## src/rtl/scl_tgen_pkg.sv

```systemverilog
package scl_tgen_pkg;

  localparam int PRE_W = 4;   // prescaler field width
  localparam int DLY_W = 4;   // setup / hold field width
  localparam int LEN_W = 8;   // high / low field width
  localparam int FLT_W = 8;   // internal filter length width

  // bit positions inside the timing word
  localparam int PRE_LSB = 28;
  localparam int SU_LSB  = 20;
  localparam int HD_LSB  = 16;
  localparam int HI_LSB  = 8;
  localparam int LO_LSB  = 0;

  typedef struct packed {
    logic [PRE_W-1:0] presc;
    logic [DLY_W-1:0] setup;
    logic [DLY_W-1:0] hold;
    logic [LEN_W-1:0] hi_cnt;
    logic [LEN_W-1:0] lo_cnt;
    logic [FLT_W-1:0] filt;
  } tcfg_t;

  typedef enum logic [1:0] {
    PH_IDLE,
    PH_LOW,
    PH_WAIT,
    PH_HIGH
  } phase_t;

  function automatic tcfg_t unpack_cfg(input logic [31:0] w,
                                       input logic [FLT_W-1:0] f,
                                       input logic [FLT_W-1:0] fmax);
    tcfg_t c;
    c.presc  = w[PRE_LSB +: PRE_W];
    c.setup  = w[SU_LSB  +: DLY_W];
    c.hold   = w[HD_LSB  +: DLY_W];
    c.hi_cnt = w[HI_LSB  +: LEN_W];
    c.lo_cnt = w[LO_LSB  +: LEN_W];
    c.filt   = (f > fmax) ? fmax : f;
    return c;
  endfunction

endpackage

```

## src/rtl/scl_tgen_sync.sv

```systemverilog
module scl_tgen_sync #(
  parameter int LINES  = 2,
  parameter int STAGES = 2
) (
  input  logic             clk,
  input  logic             rst,
  input  logic [LINES-1:0] d,
  output logic [LINES-1:0] q
);

  for (genvar i = 0; i < LINES; i++) begin : g_line
    logic [STAGES-1:0] chain;
    always_ff @(posedge clk) begin
      if (rst) chain <= '1;
      else     chain <= {chain[STAGES-2:0], d[i]};
    end
    assign q[i] = chain[STAGES-1];
  end

endmodule

```

## src/rtl/scl_tgen_prescaler.sv

```systemverilog
module scl_tgen_prescaler #(
  parameter int PW = 4
) (
  input  logic          clk,
  input  logic          rst,
  input  logic          run,
  input  logic [PW-1:0] div,
  output logic          tick_o
);

  logic [PW-1:0] pc;

  always_ff @(posedge clk) begin
    if (rst) begin
      pc     <= '0;
      tick_o <= 1'b0;
    end else if (!run) begin
      pc     <= '0;
      tick_o <= 1'b0;
    end else begin
      tick_o <= (pc == div);
      pc     <= (pc == div) ? '0 : pc + 1'b1;
    end
  end

endmodule

```

## src/rtl/scl_tgen_phase.sv

```systemverilog
module scl_tgen_phase
  import scl_tgen_pkg::*;
#(
  parameter int CNT_W = 13
) (
  input  logic  clk,
  input  logic  rst,
  input  logic  run,
  input  tcfg_t cfg,
  input  logic  scl_hi,
  output logic  scl_low_o,
  output logic  sda_strobe_o
);

  phase_t           st;
  logic [CNT_W-1:0] cnt, cnt_nx;
  logic [CNT_W-1:0] pdiv, lo_len, hi_len, hold_len, setup_len, hs_len, rel_len;

  // period arithmetic, all in kernel clocks
  always_comb begin
    pdiv      = CNT_W'(cfg.presc) + CNT_W'(1);
    lo_len    = (CNT_W'(cfg.lo_cnt) + CNT_W'(1)) * pdiv + CNT_W'(2) + CNT_W'(cfg.filt);
    hi_len    = (CNT_W'(cfg.hi_cnt) + CNT_W'(1)) * pdiv + CNT_W'(2) + CNT_W'(cfg.filt);
    hold_len  = CNT_W'(cfg.hold) * pdiv + CNT_W'(1);
    setup_len = (CNT_W'(cfg.setup) + CNT_W'(1)) * pdiv;
    hs_len    = hold_len + setup_len;
    rel_len   = (lo_len > hs_len) ? lo_len : hs_len;
    cnt_nx    = cnt + CNT_W'(1);
  end

  always_ff @(posedge clk) begin
    if (rst || !run) begin
      st           <= PH_IDLE;
      cnt          <= '0;
      scl_low_o    <= 1'b0;
      sda_strobe_o <= 1'b0;
    end else begin
      case (st)
        PH_IDLE: begin
          st           <= PH_LOW;
          cnt          <= '0;
          scl_low_o    <= 1'b1;
          sda_strobe_o <= 1'b0;
        end
        PH_LOW: begin
          sda_strobe_o <= (cnt_nx == hold_len);
          if (cnt_nx == rel_len) begin
            st        <= PH_WAIT;
            cnt       <= '0;
            scl_low_o <= 1'b0;
          end else begin
            cnt <= cnt_nx;
          end
        end
        PH_WAIT: begin
          sda_strobe_o <= 1'b0;
          if (scl_hi) begin
            st  <= PH_HIGH;
            cnt <= CNT_W'(1);
          end
        end
        default: begin
          sda_strobe_o <= 1'b0;
          if (cnt_nx == hi_len) begin
            st        <= PH_LOW;
            cnt       <= '0;
            scl_low_o <= 1'b1;
          end else begin
            cnt <= cnt_nx;
          end
        end
      endcase
    end
  end

endmodule

```

## src/rtl/scl_timing_gen.sv

```systemverilog
module scl_timing_gen
  import scl_tgen_pkg::*;
#(
  parameter int FILT_MAX = 16,
  parameter int SYNC_STAGES = 2,
  localparam int FILT_W = $clog2(FILT_MAX + 1)
) (
  input  logic              clk,
  input  logic              rst,
  input  logic              enable,
  input  logic [31:0]       timing_word,
  input  logic [FILT_W-1:0] filt_len,
  input  logic              scl_in,
  input  logic              sda_in,
  output logic              tick_o,
  output logic              scl_low_o,
  output logic              sda_strobe_o,
  output logic              scl_sync_o,
  output logic              sda_sync_o
);

  localparam int MAX_LEN = (2**LEN_W) * (2**PRE_W) + 2 + FILT_MAX;
  localparam int CNT_W   = $clog2(MAX_LEN + 1);

  tcfg_t      cfg;
  logic [1:0] synced;

  always_ff @(posedge clk) begin
    if (rst)          cfg <= '0;
    else if (!enable) cfg <= unpack_cfg(timing_word, FLT_W'(filt_len), FLT_W'(FILT_MAX));
  end

  scl_tgen_sync #(.LINES(2), .STAGES(SYNC_STAGES)) u_sync (
    .clk (clk),
    .rst (rst),
    .d   ({sda_in, scl_in}),
    .q   (synced)
  );

  assign scl_sync_o = synced[0];
  assign sda_sync_o = synced[1];

  scl_tgen_prescaler #(.PW(PRE_W)) u_pre (
    .clk    (clk),
    .rst    (rst),
    .run    (enable),
    .div    (cfg.presc),
    .tick_o (tick_o)
  );

  scl_tgen_phase #(.CNT_W(CNT_W)) u_phase (
    .clk          (clk),
    .rst          (rst),
    .run          (enable),
    .cfg          (cfg),
    .scl_hi       (synced[0]),
    .scl_low_o    (scl_low_o),
    .sda_strobe_o (sda_strobe_o)
  );

endmodule

```

## config.mk

```make
export PLATFORM = sky130hd
export DESIGN_NAME = scl_timing_gen
export DESIGN_NICKNAME = d
export VERILOG_FILES = /design/src/rtl/scl_tgen_pkg.sv /design/src/rtl/scl_tgen_sync.sv /design/src/rtl/scl_tgen_prescaler.sv /design/src/rtl/scl_tgen_phase.sv /design/src/rtl/scl_timing_gen.sv
export SDC_FILE = /design/constraint.sdc
export NUM_CORES = 1
export LEC_CHECK = 0
export ABC_AREA = 1
export BUFFER_PORTS_ARGS = -buffer_cell sky130_fd_sc_hd__buf_2
export CAP_MARGIN = 20
export CORE_MARGIN = 4
export CORE_UTILIZATION = 37
export CTS_CLUSTER_SIZE = 14
export DETAILED_ROUTE_END_ITERATION = 8
export GPL_TIMING_DRIVEN = 0
export MAX_ROUTING_LAYER = met4
export PLACE_DENSITY = 0.65
export RECOVER_POWER = 25
export SETUP_SLACK_MARGIN = 0.15
export SLEW_MARGIN = 20
export SYNTH_ARGS = -nofsm -noshare
export SYNTH_HDL_FRONTEND = slang
export SYNTH_SLANG_ARGS = --single-unit
```

## constraint.sdc

```tcl
create_clock -name clk -period 10.2 [get_ports clk]
set_input_delay 0.51 -clock clk [delete_from_list [all_inputs] [get_ports clk]]
set_output_delay 0.51 -clock clk [all_outputs]
set_load 0.02 [all_outputs]
```

Word level (Yosys, flattened, before mapping)
Cells that the tools add are included.
{ "totals": {"regBits": 62, "in_bits": 42, "output_inout_bits": 5, "elab_cells": 66} }
{ "op_classes": {"n_addsub": 12, "n_mul": 4, "magnitude_cmp": 2, "n_eq_ne": 8, "mux": 13, "bitwise_logic": 3, "n_reduce_logical": 10} }
{ "ops": {"columns": ["cell", "count"], "rows": [
  ["$mux W13", 4],
  ["$eq A13 B13 Y1", 3],
  ["$mul A13 B13 Y13", 3],
  ["$pmux W13 S3", 1],
  ["$add A13 B1 Y13 const B", 2],
  ["$add A13 B2 Y13 const B", 2],
  ["$add A13 B8 Y13", 2],
  ["$add A8 B1 Y9 const B", 2],
  ["$add A13 B13 Y13", 1],
  ["$gt A13 B13 Y1", 1],
  ["$mul A4 B13 Y13", 1],
  ["$add A4 B1 Y5 const B", 2],
  ["$mux W2", 3],
  ["$pmux W2 S3", 1],
  ["$reduce_and A3 Y1", 2],
  ["$gt A5 B5 Y1 const B", 1],
  ["$mux W5", 1],
  ["$add A4 B1 Y4 const B", 1],
  ["$eq A4 B4 Y1", 1],
  ["$reduce_bool A4 Y1", 1],
  ["$reduce_or A2 Y1", 2],
  ["$not A1 Y1", 3],
  ["$pmux W1 S3", 1],
  ["$reduce_bool A3 Y1", 1],
  ["9 further kinds", 10]
]} }

Logic depth before layout (Yosys ltp)
Gate-level depths: netlist (run 1).
{ "logic_depth": {"depth_word": 9, "ltp_mapped": 55, "mapped_depth_nobuf": 53} }

Cells and area by module
Synthesis (run 1) repeated with hierarchy kept, for this count alone.
{ "unflattened": {"hier_cells": 1283, "hier_area_um2": 8752.1} }
{ "modules_own_cells": {"columns": ["module", "n_inst", "cells_each", "area_per_inst_um2", "seq_area_each_um2"], "rows": [
  ["scl_tgen_phase", 1, 1069, 7154.4, 340.3],
  ["scl_timing_gen", 1, 157, 1204.9, 660.6],
  ["scl_tgen_prescaler", 1, 42, 261.5, 100.1],
  ["scl_tgen_sync", 1, 15, 131.4, 80.1]
]} }

Least setup slack after synthesis (run 1)
Ideal clock, no wire load.
{ "synth_timing": {"kind": "reg2reg", "startpoint": "register cfg[32] (netlist name)", "endpoint": "register u_phase.cnt[2]", "setup_ps": 141, "t_arrival_ps": 7563, "required_ps": 10059, "path_slack_ps": 2497, "path_stages_with_launch": 52, "path_buffers": 3, "synth_period_minus_slack_ps": 7703, "path_cell_list": "dfxtp_1 > ha_1 > xor2_1 > inv_1 > clkbuf_1 > nor2_1 > fa_1 > inv_1 > fa_1 > inv_1 > ha_1 > nand2_1 > o21ai_0 > xor2_1 > inv_1 > ha_1 > inv_1 > fa_1 > (+16 left out) > nand2_1 > nand2_1 > nand2_1 > nand2_1 > nand2_2 > buf_2 > nand3_1 > nand3_1 > nand2_1 > nor2_1 > nand2_1 > nor2_2 > nand2_2 > nand2_4 > nand2_4 > buf_12 > nand3_2 > a21oi_2"} }
{ "synth_between": {"elab_chain_len": 9, "word_cells_on_any_way": 18, "classes_between": "add/sub (7); mul (4); order compare (1); eq/ne (2); mux (4)"} }
{ "synth_lines": {"columns": ["element", "line_no", "text"], "rows": [
  ["$add A4 B1 Y5 (*)", "scl_tgen_phase.sv:21", "pdiv = CNT_W'(cfg.presc) + CNT_W'(1);"],
  ["$mul A13 B13 Y13 / $mul A4 B13 Y13 (equally long branches)", "scl_tgen_phase.sv:22, scl_tgen_phase.sv:24", null],
  ["$add A13 B2 Y13 / $add A13 B1 Y13 (equally long branches)", "scl_tgen_phase.sv:22, scl_tgen_phase.sv:24", null],
  ["$add A13 B8 Y13 / $add A13 B13 Y13 (equally long branches)", "scl_tgen_phase.sv:22, scl_tgen_phase.sv:26", null],
  ["$gt A13 B13 Y1", "scl_tgen_phase.sv:27", "rel_len = (lo_len > hs_len) ? lo_len : hs_len;"],
  ["$mux W13", "scl_tgen_phase.sv:27", null],
  ["$eq A13 B13 Y1", "scl_tgen_phase.sv:47", "if (cnt_nx == rel_len) begin"],
  ["$mux W13", "scl_tgen_phase.sv:47", null],
  ["$pmux W13 S3 (*)", "scl_tgen_phase.sv:38", "case (st)"],
  ["end signal: assignment", "scl_tgen_phase.sv:52", "cnt <= cnt_nx;"],
  ["end signal: assignment", "scl_tgen_phase.sv:69", "cnt <= cnt_nx;"],
  ["end: declaration", "scl_tgen_phase.sv:16", "logic [CNT_W-1:0] cnt, cnt_nx;"]
]} }
Every way passes the cells marked *; elsewhere a longest branch is shown, timed or not.
A chain may end at the register's enable or synchronous reset.

Worst setup path in the final report (run 1)
{ "layout_timing": {"startpoint": "register cfg[32] (netlist name)", "endpoint": "register u_phase.cnt[2]"} }
{ "layout_between": {"elab_chain_len": 9, "word_cells_on_any_way": 18, "classes_between": "add/sub (7); mul (4); order compare (1); eq/ne (2); mux (4)"} }
{ "layout_lines": {"columns": ["element", "line_no"], "rows": [
  ["$add A4 B1 Y5 (*)", "scl_tgen_phase.sv:21"],
  ["$mul A13 B13 Y13 / $mul A4 B13 Y13 (equally long branches)", "scl_tgen_phase.sv:22, scl_tgen_phase.sv:24"],
  ["$add A13 B2 Y13 / $add A13 B1 Y13 (equally long branches)", "scl_tgen_phase.sv:22, scl_tgen_phase.sv:24"],
  ["$add A13 B8 Y13 / $add A13 B13 Y13 (equally long branches)", "scl_tgen_phase.sv:22, scl_tgen_phase.sv:26"],
  ["$gt A13 B13 Y1", "scl_tgen_phase.sv:27"],
  ["$mux W13", "scl_tgen_phase.sv:27"],
  ["$eq A13 B13 Y1", "scl_tgen_phase.sv:47"],
  ["$mux W13", "scl_tgen_phase.sv:47"],
  ["$pmux W13 S3 (*)", "scl_tgen_phase.sv:38"]
]} }
Marks and branches as above.

==> results.txt, run 1 <==
The number of buffers inserted during clock tree synthesis came out at 9. Once the floorplan was initialized, standard cells occupied between 30% and 40% of the core. The startpoint of the worst setup timing path is cfg[32].

At the end of routability-driven placement, the weighted congestion stood at approximately 0.91. Measured in cells, the most critical reg-to-reg path has a length of between 50 and 60. The floorplan die width is ~160 um. Across every metal layer, demand over resource in global routing totals between 10% and 20%. In the final layout, the share of cells above drive strength 1 is under 10%. The post-cts repair resize count is 0. The final number of hold-violating endpoints is 0.

After layout, the worst setup slack is around 1.1 ns. The first global-routing pass estimated 34.9 mm of wire. The total power density per cell area is roughly 140 nW/um^2. The flip-flop and latch count after synthesis came out at between 50 and 60. The worst setup slack after placement is roughly 1.2 ns. The data required time of the worst path is roughly 10 ns. The die area is around 26000 um^2.

Between clock sinks in the finished design, the worst skew comes to 0.00854 ns. The accumulated negative setup slack came out at 0 ns. The total vias in the final route came out at ~7400. The number of nets still failing antenna checks after routing came out at 0.

The total setup violations reported at the end of the flow came out at 0. The clock period could shrink to approximately 9 ns. The share of the clock period used by the worst path came out at 89.3%. The total clock sinks is 59. The site row count is 55. The highest clock rate came out at approximately 110 MHz. The number of nets at the end of the flow is 1454. The slew of the pin with the lowest slew margin is approximately 0.77 ns. The number of I/O pins came out at 47. The slowest stage of the critical path belongs to the cell sky130_fd_sc_hd__fa_1. The via count of the first global-routing pass came out at 7098. After detailed routing, the number of vias per cell comes to between 4 and 5. The average instance in the mapped netlist occupies about 7.2 um^2. The residual overflow from global routing came out at 0. The worst register-to-register path begins at cfg[32]. The leading cell type in the layout, fill and taps excluded is sky130_fd_sc_hd__inv_1. Wires add up to around 21 mm. The initial antenna violation count came out at 0.

The end of the worst register-to-register path is u_phase.cnt[2]. For this run, the number of Yosys warnings is 0. The filler cells instantiated in the layout total about 2400.

The data arrival at the endpoint of the critical path is approximately 9.3 ns. The analysis attributes to cell leakage a power of around 4.8 nW. The synthesized net count came out at between 1000 and 1500.

The detailed-route DRC error count came out at 0. The largest net degree at the start of global routing came out at 11. The floorplan die height came out at between 150 and 200 um. The post-CTS setup repair buffer count came out at 0. In this run, the number of DRC markers left after iteration 0 of detailed routing was around 460. The H-tree depth is 3. The type of origin of the critical path is a flop.

Dividing the detail-routed wire length by the instance count gives 13.8 um. The worst setup path is captured at a flop. In this run the clock root is driven by a sky130_fd_sc_hd__clkbuf_16. Relative to the synthesized area, the layout overhead comes to 9.68%. In this design, the stage delay of the slowest critical-path cell is 0.56 ns. Setup repair after global routing left no endpoint under its margin. The total count of max-transition violations in the final report came to 0. The clock latency of the later-clocked register in the worst-skew pair is 0.34 ns. Measured against its own limit, the worst slew margin works out to between 40% and 50%. Before antenna repair, the detailed router went through 5 iterations.

The number of library cell types mapped by synthesis is 47. The worst register-to-register path has a setup slack of roughly 1.1 ns. The sequential area share after synthesis is between 10% and 20%. The met2 layer wire length in the routed design is just under 10 mm. The highest layer touched by signal routing is met4. The clock transition time at the flip-flop clock pins of the worst setup and hold paths came out at 0.05 ns.

After floorplanning, the core was sized to cover approximately 23000 um^2. The number of buffers on the longest clock path came out at 2. The repair_antennas step left the layout with diodes totalling 0. After detailed routing, the wire length on met1 is around 10 mm. The max-capacitance violation count came out at 0. In this run the worst setup path terminates at u_phase.cnt[2].

The synthesized netlist occupies a cell area of around 8500 um^2. The post-DP HPWL is around 18 mm. The class of the tightest hold or removal check is in -> reg.

The core occupancy in the finished layout is about two fifths. The classification of the worst setup path is reg -> reg. The total met3 wirelength after detailed routing is between 800 and 900 um. The top fanout value on the critical path is 10.

TritonCTS built the clock tree. The flow ran to the end, and the final reports show no timing, DRC or antenna violations. In the layout the commonest cells are 216 x sky130_fd_sc_hd__inv_1, 207 x sky130_fd_sc_hd__nand2_1, 155 x sky130_fd_sc_hd__nor2_1.

The cell repeated most along the worst path is sky130_fd_sc_hd__nand2_1. Synthesis produced a netlist whose cell count is between 1000 and 1500. The worst voltage drop across the vdd grid is roughly 97 uV. The number of hold buffers added after CTS is 0. The number of port buffers came out at 41.
==> cell type report <==
| class | instances | area [um^2] | share of cell area [%] |
|---|---|---|---|
| plain buffers | 30 | 163 | 1.74 |
| repair buffers | 41 | 204 | 2.18 |
| multi-input cells | 873 | 6380 | 68.0 |
| clock buffers | 11 | 253 | 2.70 |
| clock inverters | 3 | 15.0 | 0.160 |
| well taps | 285 | 357 | 3.81 |
| flip-flops and latches | 59 | 1180 | 12.6 |
| inverters | 219 | 822 | 8.77 |
==> per-stage QoR <==
step / std cells / total power [mW] / instance area [um^2] / hold slack [ns]
4_1_cts: 1521 / 1.29 / 9370 / 0.340
3_3_place_gp: 1507 / 0.989 / 9100 / 0.391
5_1_grt: 1521 / 1.42 / 9370 / 0.342
3_5_place_dp: 1507 / 1.00 / 9100 / 0.400
6_report: 1521 / 1.29 / 9370 / 0.350
2_1_floorplan: 1181 / 0.829 / 8540 / 0.389
==> logic make-up (layout without fill, tap and decap cells) <==
kind of cell	count (synthesis)	after routing	synth area share [%]
fa+ha+maj	179	179	32.8
simple gates	498	498	25.8
compound gates	122	122	8.17
buf+inv	249	304	11.5
xor+xnor	74	74	7.85
flops	59	59	13.8
==> sequential cells by signal (all words and copies together) (netlist names) <==
name                  count
cfg                      33
u_phase.cnt              13
u_phase.scl_low_o         1
u_phase.sda_strobe_o      1
u_phase.st                2
u_pre.pc                  4
u_pre.tick_o              1
u_sync.g_line.chain       4
==> worst min path at each step <==
| stage | start | end | slack (ns) | depth (start not counted) |
|---|---|---|---|---|
| finish | scl_in | u_sync.g_line[0].chain[0] | 0.35 | 2 |
| CTS | scl_in | u_sync.g_line[0].chain[0] | 0.34 | 2 |
| detailed placement | u_sync.g_line[1].chain[0] | u_sync.g_line[1].chain[1] | 0.40 | 1 |
| global placement | u_sync.g_line[1].chain[0] | u_sync.g_line[1].chain[1] | 0.39 | 1 |
| global route | scl_in | u_sync.g_line[0].chain[0] | 0.34 | 2 |
| floorplan | u_sync.g_line[0].chain[0] | u_sync.g_line[0].chain[1] | 0.39 | 1 |
==> Yosys cell counts, drive strengths merged <==
cell type	instances	area, um^2
o2111ai	1	8.76
a221oi	1	8.76
o41ai	1	8.76
a21boi	1	7.51
a21oi	57	319
o211ai	1	7.51
clkbuf	19	71.3
nor4	3	18.8
buf	11	92.6
a211oi	1	7.51
nand4	11	68.8
a31oi	3	18.8
a2111oi	1	8.76
nor2	160	618
ha	104	1300
nand3	83	485
o21a	2	15.0
o21ai	46	234
xor2	51	447
a31o	1	8.76
and2	1	6.26
fa	75	1500
nor3	12	70.1
inv	216	811
xnor2	23	224
nand2	214	831
dfxtp	59	1180
o21bai	6	45.0
or2	9	56.3
nand3b	5	50.1
clkinv	3	11.3
==> where the power goes <==
part	total, mW	internal, mW	leakage, nW	switching [mW]
Sequential	0.253	0.242	0.485	0.0105
Clock	0.280	0.173	0.137	0.107
Combinational	0.752	0.278	4.20	0.474
==> layer usage <==
layer / GRT usage [%] / vias to the layer above
met5: - / -
met4: 5.32 / 0
met3: 2.04 / 34
met2: 28.1 / 191
met1: 22.1 / 3397
li1: - / 3785
==> worst max-delay path: cells and delay by family, from the launching register on <==
kind	cells	cell delay, ns
compound gates	4	0.83
xor+xnor	2	0.42
fa+ha+maj	9	3.59
buf+inv	10	1.41
flops	1	0.36
simple gates	29	2.40
Power figures use the tool's default switching activity.
==> inputs of run 2 (changes only) <==
PLACE_DENSITY = default   (was 0.65)
PLACE_DENSITY_LB_ADDON = 0.15   (was default)
SYNTH_HIERARCHICAL = 1   (was default)
==> run 2 against run 1 <==
Die area increased by 2.3%. Count of clock-buffer cells in the layout decreased by 2. Via count increased by 3.5%.
==> results.txt, run 2 <==
The flow ran to the end, and the final reports show no timing, DRC or antenna violations. The library cell with the largest summed area after synthesis is sky130_fd_sc_hd__fa_1. The overall global routing resource usage came out at 18.9% (+1.8 points). The accumulated negative setup slack is 0 ns (unchanged). The startpoint identified for the worst register-to-register timing path is cfg[32]. The root buffer cell is sky130_fd_sc_hd__clkbuf_16. The total core area was 23400 um^2 (+3.1%). The post-DP HPWL came to 19.2 mm (+8.4%). The number of buffers inserted during clock tree synthesis came out at 9 (unchanged).

The number of library cell types mapped by synthesis is 40 (-15%). The flip-flop and latch count after synthesis is 59 (unchanged). The synthesized area divided by synthesized cell count is 6.82 um^2 (-5.7%). The first-pass iteration count of the detailed router came out at 5 (unchanged). The number of nets at the end of the flow is 1561 (+7.4%). The number of port buffers came to 42 (+2.4%).

The data arrival at the endpoint of the critical path was 9.27 ns (-0.03 ns). The area of the mapped netlist was 8750 um^2 (+2.4%). Among all stages on the critical path, the largest delay is contributed by sky130_fd_sc_hd__fa_1. The overall routed net length came out at 23.1 mm (+9.6%). STA classifies the critical path endpoint as a flop. Ranked by instance count, the synthesized netlist is headed by 279 x sky130_fd_sc_hd__nand2_1, 252 x sky130_fd_sc_hd__inv_1, 178 x sky130_fd_sc_hd__nor2_1, 97 x sky130_fd_sc_hd__ha_1, 81 x sky130_fd_sc_hd__fa_1. The top fanout value on the critical path came out at 10 (unchanged). The most used flip-flop cell after synthesis is sky130_fd_sc_hd__dfxtp_1. The flip-flop count of the largest register after layout came to 33 (unchanged). The via count of the first global-routing pass came to 7574 (+6.7%). The cell repeated most along the worst path is sky130_fd_sc_hd__nand2_1.

The startpoint of the worst setup timing path is cfg[32]. The library cell used most frequently in the layout, excluding fill and tap cells, is sky130_fd_sc_hd__nand2_1. The final period demand of the worst path is 9.07 ns (-0.0309 ns). The filler cell count in the final layout is 2578 (+8.1%). The H-tree depth is 3 (unchanged). The instance count on the critical path came out at 46 (-15%).

The number of antenna cells inserted came out at 0 (unchanged). The data required time of the worst path came out at 10.40 ns (about the same). In this run the critical register-to-register path is captured at u_phase/cnt[2]. The area growth from synthesis to final layout came out at 10.4%. The final number of hold-violating endpoints is 0 (unchanged). The max-capacitance violation count was 0 (unchanged). The total setup violations reported at the end of the flow came out at 0 (unchanged). The site row count is 56 (+1.8%).

Ranked by total cell area, the synthesized netlist is headed by sky130_fd_sc_hd__fa_1 19%, sky130_fd_sc_hd__ha_1 14%, sky130_fd_sc_hd__dfxtp_1 13%. The largest stage delay on the critical path is 0.54 ns (-0.02 ns). In the layout the commonest cells are 279 x sky130_fd_sc_hd__nand2_1, 254 x sky130_fd_sc_hd__inv_1, 178 x sky130_fd_sc_hd__nor2_1. The detailed-route DRC error count is 0 (unchanged). The clock latency of the later-clocked register in the worst-skew pair is 0.34 ns (about the same). The share of flip-flops with an asynchronous set or reset came out at 0% (unchanged). The number of flops mapped to enable cells by yosys is 0 (unchanged). The total vias in the final route came out at 7665 (+3.5%). The via density per instance is 4.60 (-5.5%).

The leakage component of the power is 5.08 nW (+5.4%). The first-iteration detailed-routing DRC count came out at 351 (-24%). cfg holds more flip-flops than any other register. The die area came to 26200 um^2 (+2.3%). The synthesized instance count is 1283 (+8.6%).

The initial antenna violation count is 0 (unchanged). The overall power after layout came to 1.40 mW (+8.7%). The worst reg-to-reg setup slack is 1.13 ns (+0.03 ns). The largest net degree at the start of global routing came out at 12 (+1). The combined buffer and inverter count along the critical path came out at 9 (-1).

The cell family contributing the most delay on the critical path is adder cells. The number of warnings printed during yosys synthesis came out at 6 (+6). The worst setup path is launched from a flop. The global-route wire length before repair is 38.7 mm (+11%).

The initial standard-cell utilization of the core is 37.4% (-0.22 points). The share of the clock period used by the worst path is 89.0% (-0.30 points). The critical path ends at u_phase/cnt[2].

The min-delay analysis places its worst path in the category in -> reg. In the final layout, the registers with the most flip-flops are cfg (33), u_phase/cnt (13). The number of I/O pins came out at 47 (unchanged). The residual overflow from global routing came out at 0 (unchanged).

The slew of the pin with the lowest slew margin was 0.725 ns (-0.0443 ns). The area share of the largest cell type after synthesis is 18.5% (+0.95 points). The most frequently used cell type in the post-synthesis netlist is sky130_fd_sc_hd__nand2_1. The worst voltage drop across the vdd grid was 77.4 uV (-20%).

The worst clock skew came out at 0.00804 ns (-0.000499 ns). The highest clock rate is 110 MHz (+0.34%). The placer's final routability congestion estimate was 0.893 (-1.7%). TritonCTS built the clock tree. The cell depth of the worst flop-to-flop path came out at 46 (-15%). The clock transition time at the flip-flop clock pins of the worst setup and hold paths is 0.06 ns (about the same). The total count of max-transition violations in the final report is 0 (unchanged). The floorplan die height is 162 um (+1.2%).

The tightest slew margin relative to the limit is 51.7% (+3.1 points). The number of buffers on the longest clock path is 2 (unchanged). The routed wire length per instance is 13.9 um (about the same).

The fraction of layout instances using a drive strength above 1 is 6.91% (-2.3 points). The sequential area share after synthesis came out at 13.5% (-0.33 points). The number of nets still failing antenna checks after routing is 0 (unchanged). The total power density per cell area came out at 145 nW/um^2 (+5.5%). The worst setup path is of the reg -> reg kind. The floorplan die width is 162 um (+1.2%).

Setup repair after global routing left no endpoint under its margin. The total clock sinks came out at 59 (unchanged).
-- run 2: cell count changes after synthesis, sizes merged, moves of 3 or more --
| cell | before | now |
|---|---|---|
| nand2 | 214 | 285 |
| inv | 216 | 257 |
| nor2 | 160 | 181 |
| a21oi | 57 | 49 |
| ha | 104 | 97 |
| xor2 | 51 | 44 |
| fa | 75 | 81 |
| xnor2 | 23 | 17 |
| nand3b | 5 | 10 |
| o21ai | 46 | 42 |
| clkbuf | 19 | 16 |
-- run 2: where the power goes --
part	switching, mW	leakage (nW)	total (mW)	internal, mW
Clock	0.129	0.141	0.317	0.188
Sequential	0.0136	0.485	0.256	0.242
Combinational	0.509	4.45	0.824	0.315
Total	0.652	5.08	1.40	0.745
-- run 2: area by class of cell --
| type | count | area, um^2 | area share [%] |
|---|---|---|---|
| Tap cell | 319 | 399 | 4.13 |
| Sequential cell | 59 | 1180 | 12.2 |
| Clock buffer | 9 | 225 | 2.33 |
| Buffer | 29 | 163 | 1.68 |
| Timing Repair Buffer | 42 | 208 | 2.15 |
| Multi-Input combinational cell | 939 | 6430 | 66.6 |
| Clock inverter | 7 | 68.8 | 0.713 |
| Inverter | 261 | 980 | 10.1 |
-- run 2: cells by family (layout without fill, tap and decap cells) --
group	after synthesis	count (layout)	share of synthesized area, %
flops	59	59	13.5
other cells	1	6	0.0428
simple gates	590	590	28.3
fa+ha+maj	178	178	32.4
xor+xnor	61	61	6.19
buf+inv	290	348	13.2
compound gates	104	104	6.33
-- run 2: worst min-delay path by stage --
stage                                   start                   endpoint  depth (start not counted)
finish                                 scl_in  u_sync/g_line[0].chain[0]                          3
global route                           scl_in  u_sync/g_line[0].chain[0]                          3
CTS                                    scl_in  u_sync/g_line[0].chain[0]                          3
detailed placement  u_sync/g_line[1].chain[0]  u_sync/g_line[1].chain[1]                          2
global placement    u_sync/g_line[1].chain[0]  u_sync/g_line[1].chain[1]                          2
floorplan           u_sync/g_line[0].chain[0]  u_sync/g_line[0].chain[1]                          2
-- run 2: what timing repair did --
item / CTS / global route
gates resized for setup: 0 / 4
setup buffers: 0 / 0
hold buffers: 0 / 0
setup endpoints to repair: 0 / 16
-- run 2: routing by layer --
layer | part of all wire, % | track usage, % | vias up
met5 | 0 | - | -
met4 | 2.3 | 5.65 | 0
met3 | 2.2 | 1.98 | 31
met2 | 46 | 30.6 | 107
met1 | 50 | 25.3 | 3499
li1 | - | - | 4028
-- run 2: worst reg2reg max path: cells and delay by family (launching register included) --
family | cells | cell delay (ns)
adders and majority gates | 8 | 3.29
and+or+nand+nor | 23 | 2.47
xor gates and xnor gates | 2 | 0.43
AOI/OAI and AO/OA | 4 | 0.68
DFF | 1 | 0.47
buffers and inverters | 9 | 1.57
-- run 2: per-stage QoR --
step / cell area, um^2 / std cells / hold slack [ns] / util (%) / setup WS, ns
after CTS: 9670 / 1665 / 0.332 / 41.3 / 0.672
after floorplan: 8770 / 1288 / 0.387 / - / 2.55
final: 9660 / 1665 / 0.342 / 41.3 / 1.13
after detailed placement: 9380 / 1649 / 0.394 / 40.1 / 0.701
after global placement: 9380 / 1649 / 0.391 / 40.1 / 0.699
after global routing: 9660 / 1665 / 0.345 / 41.3 / 0.290
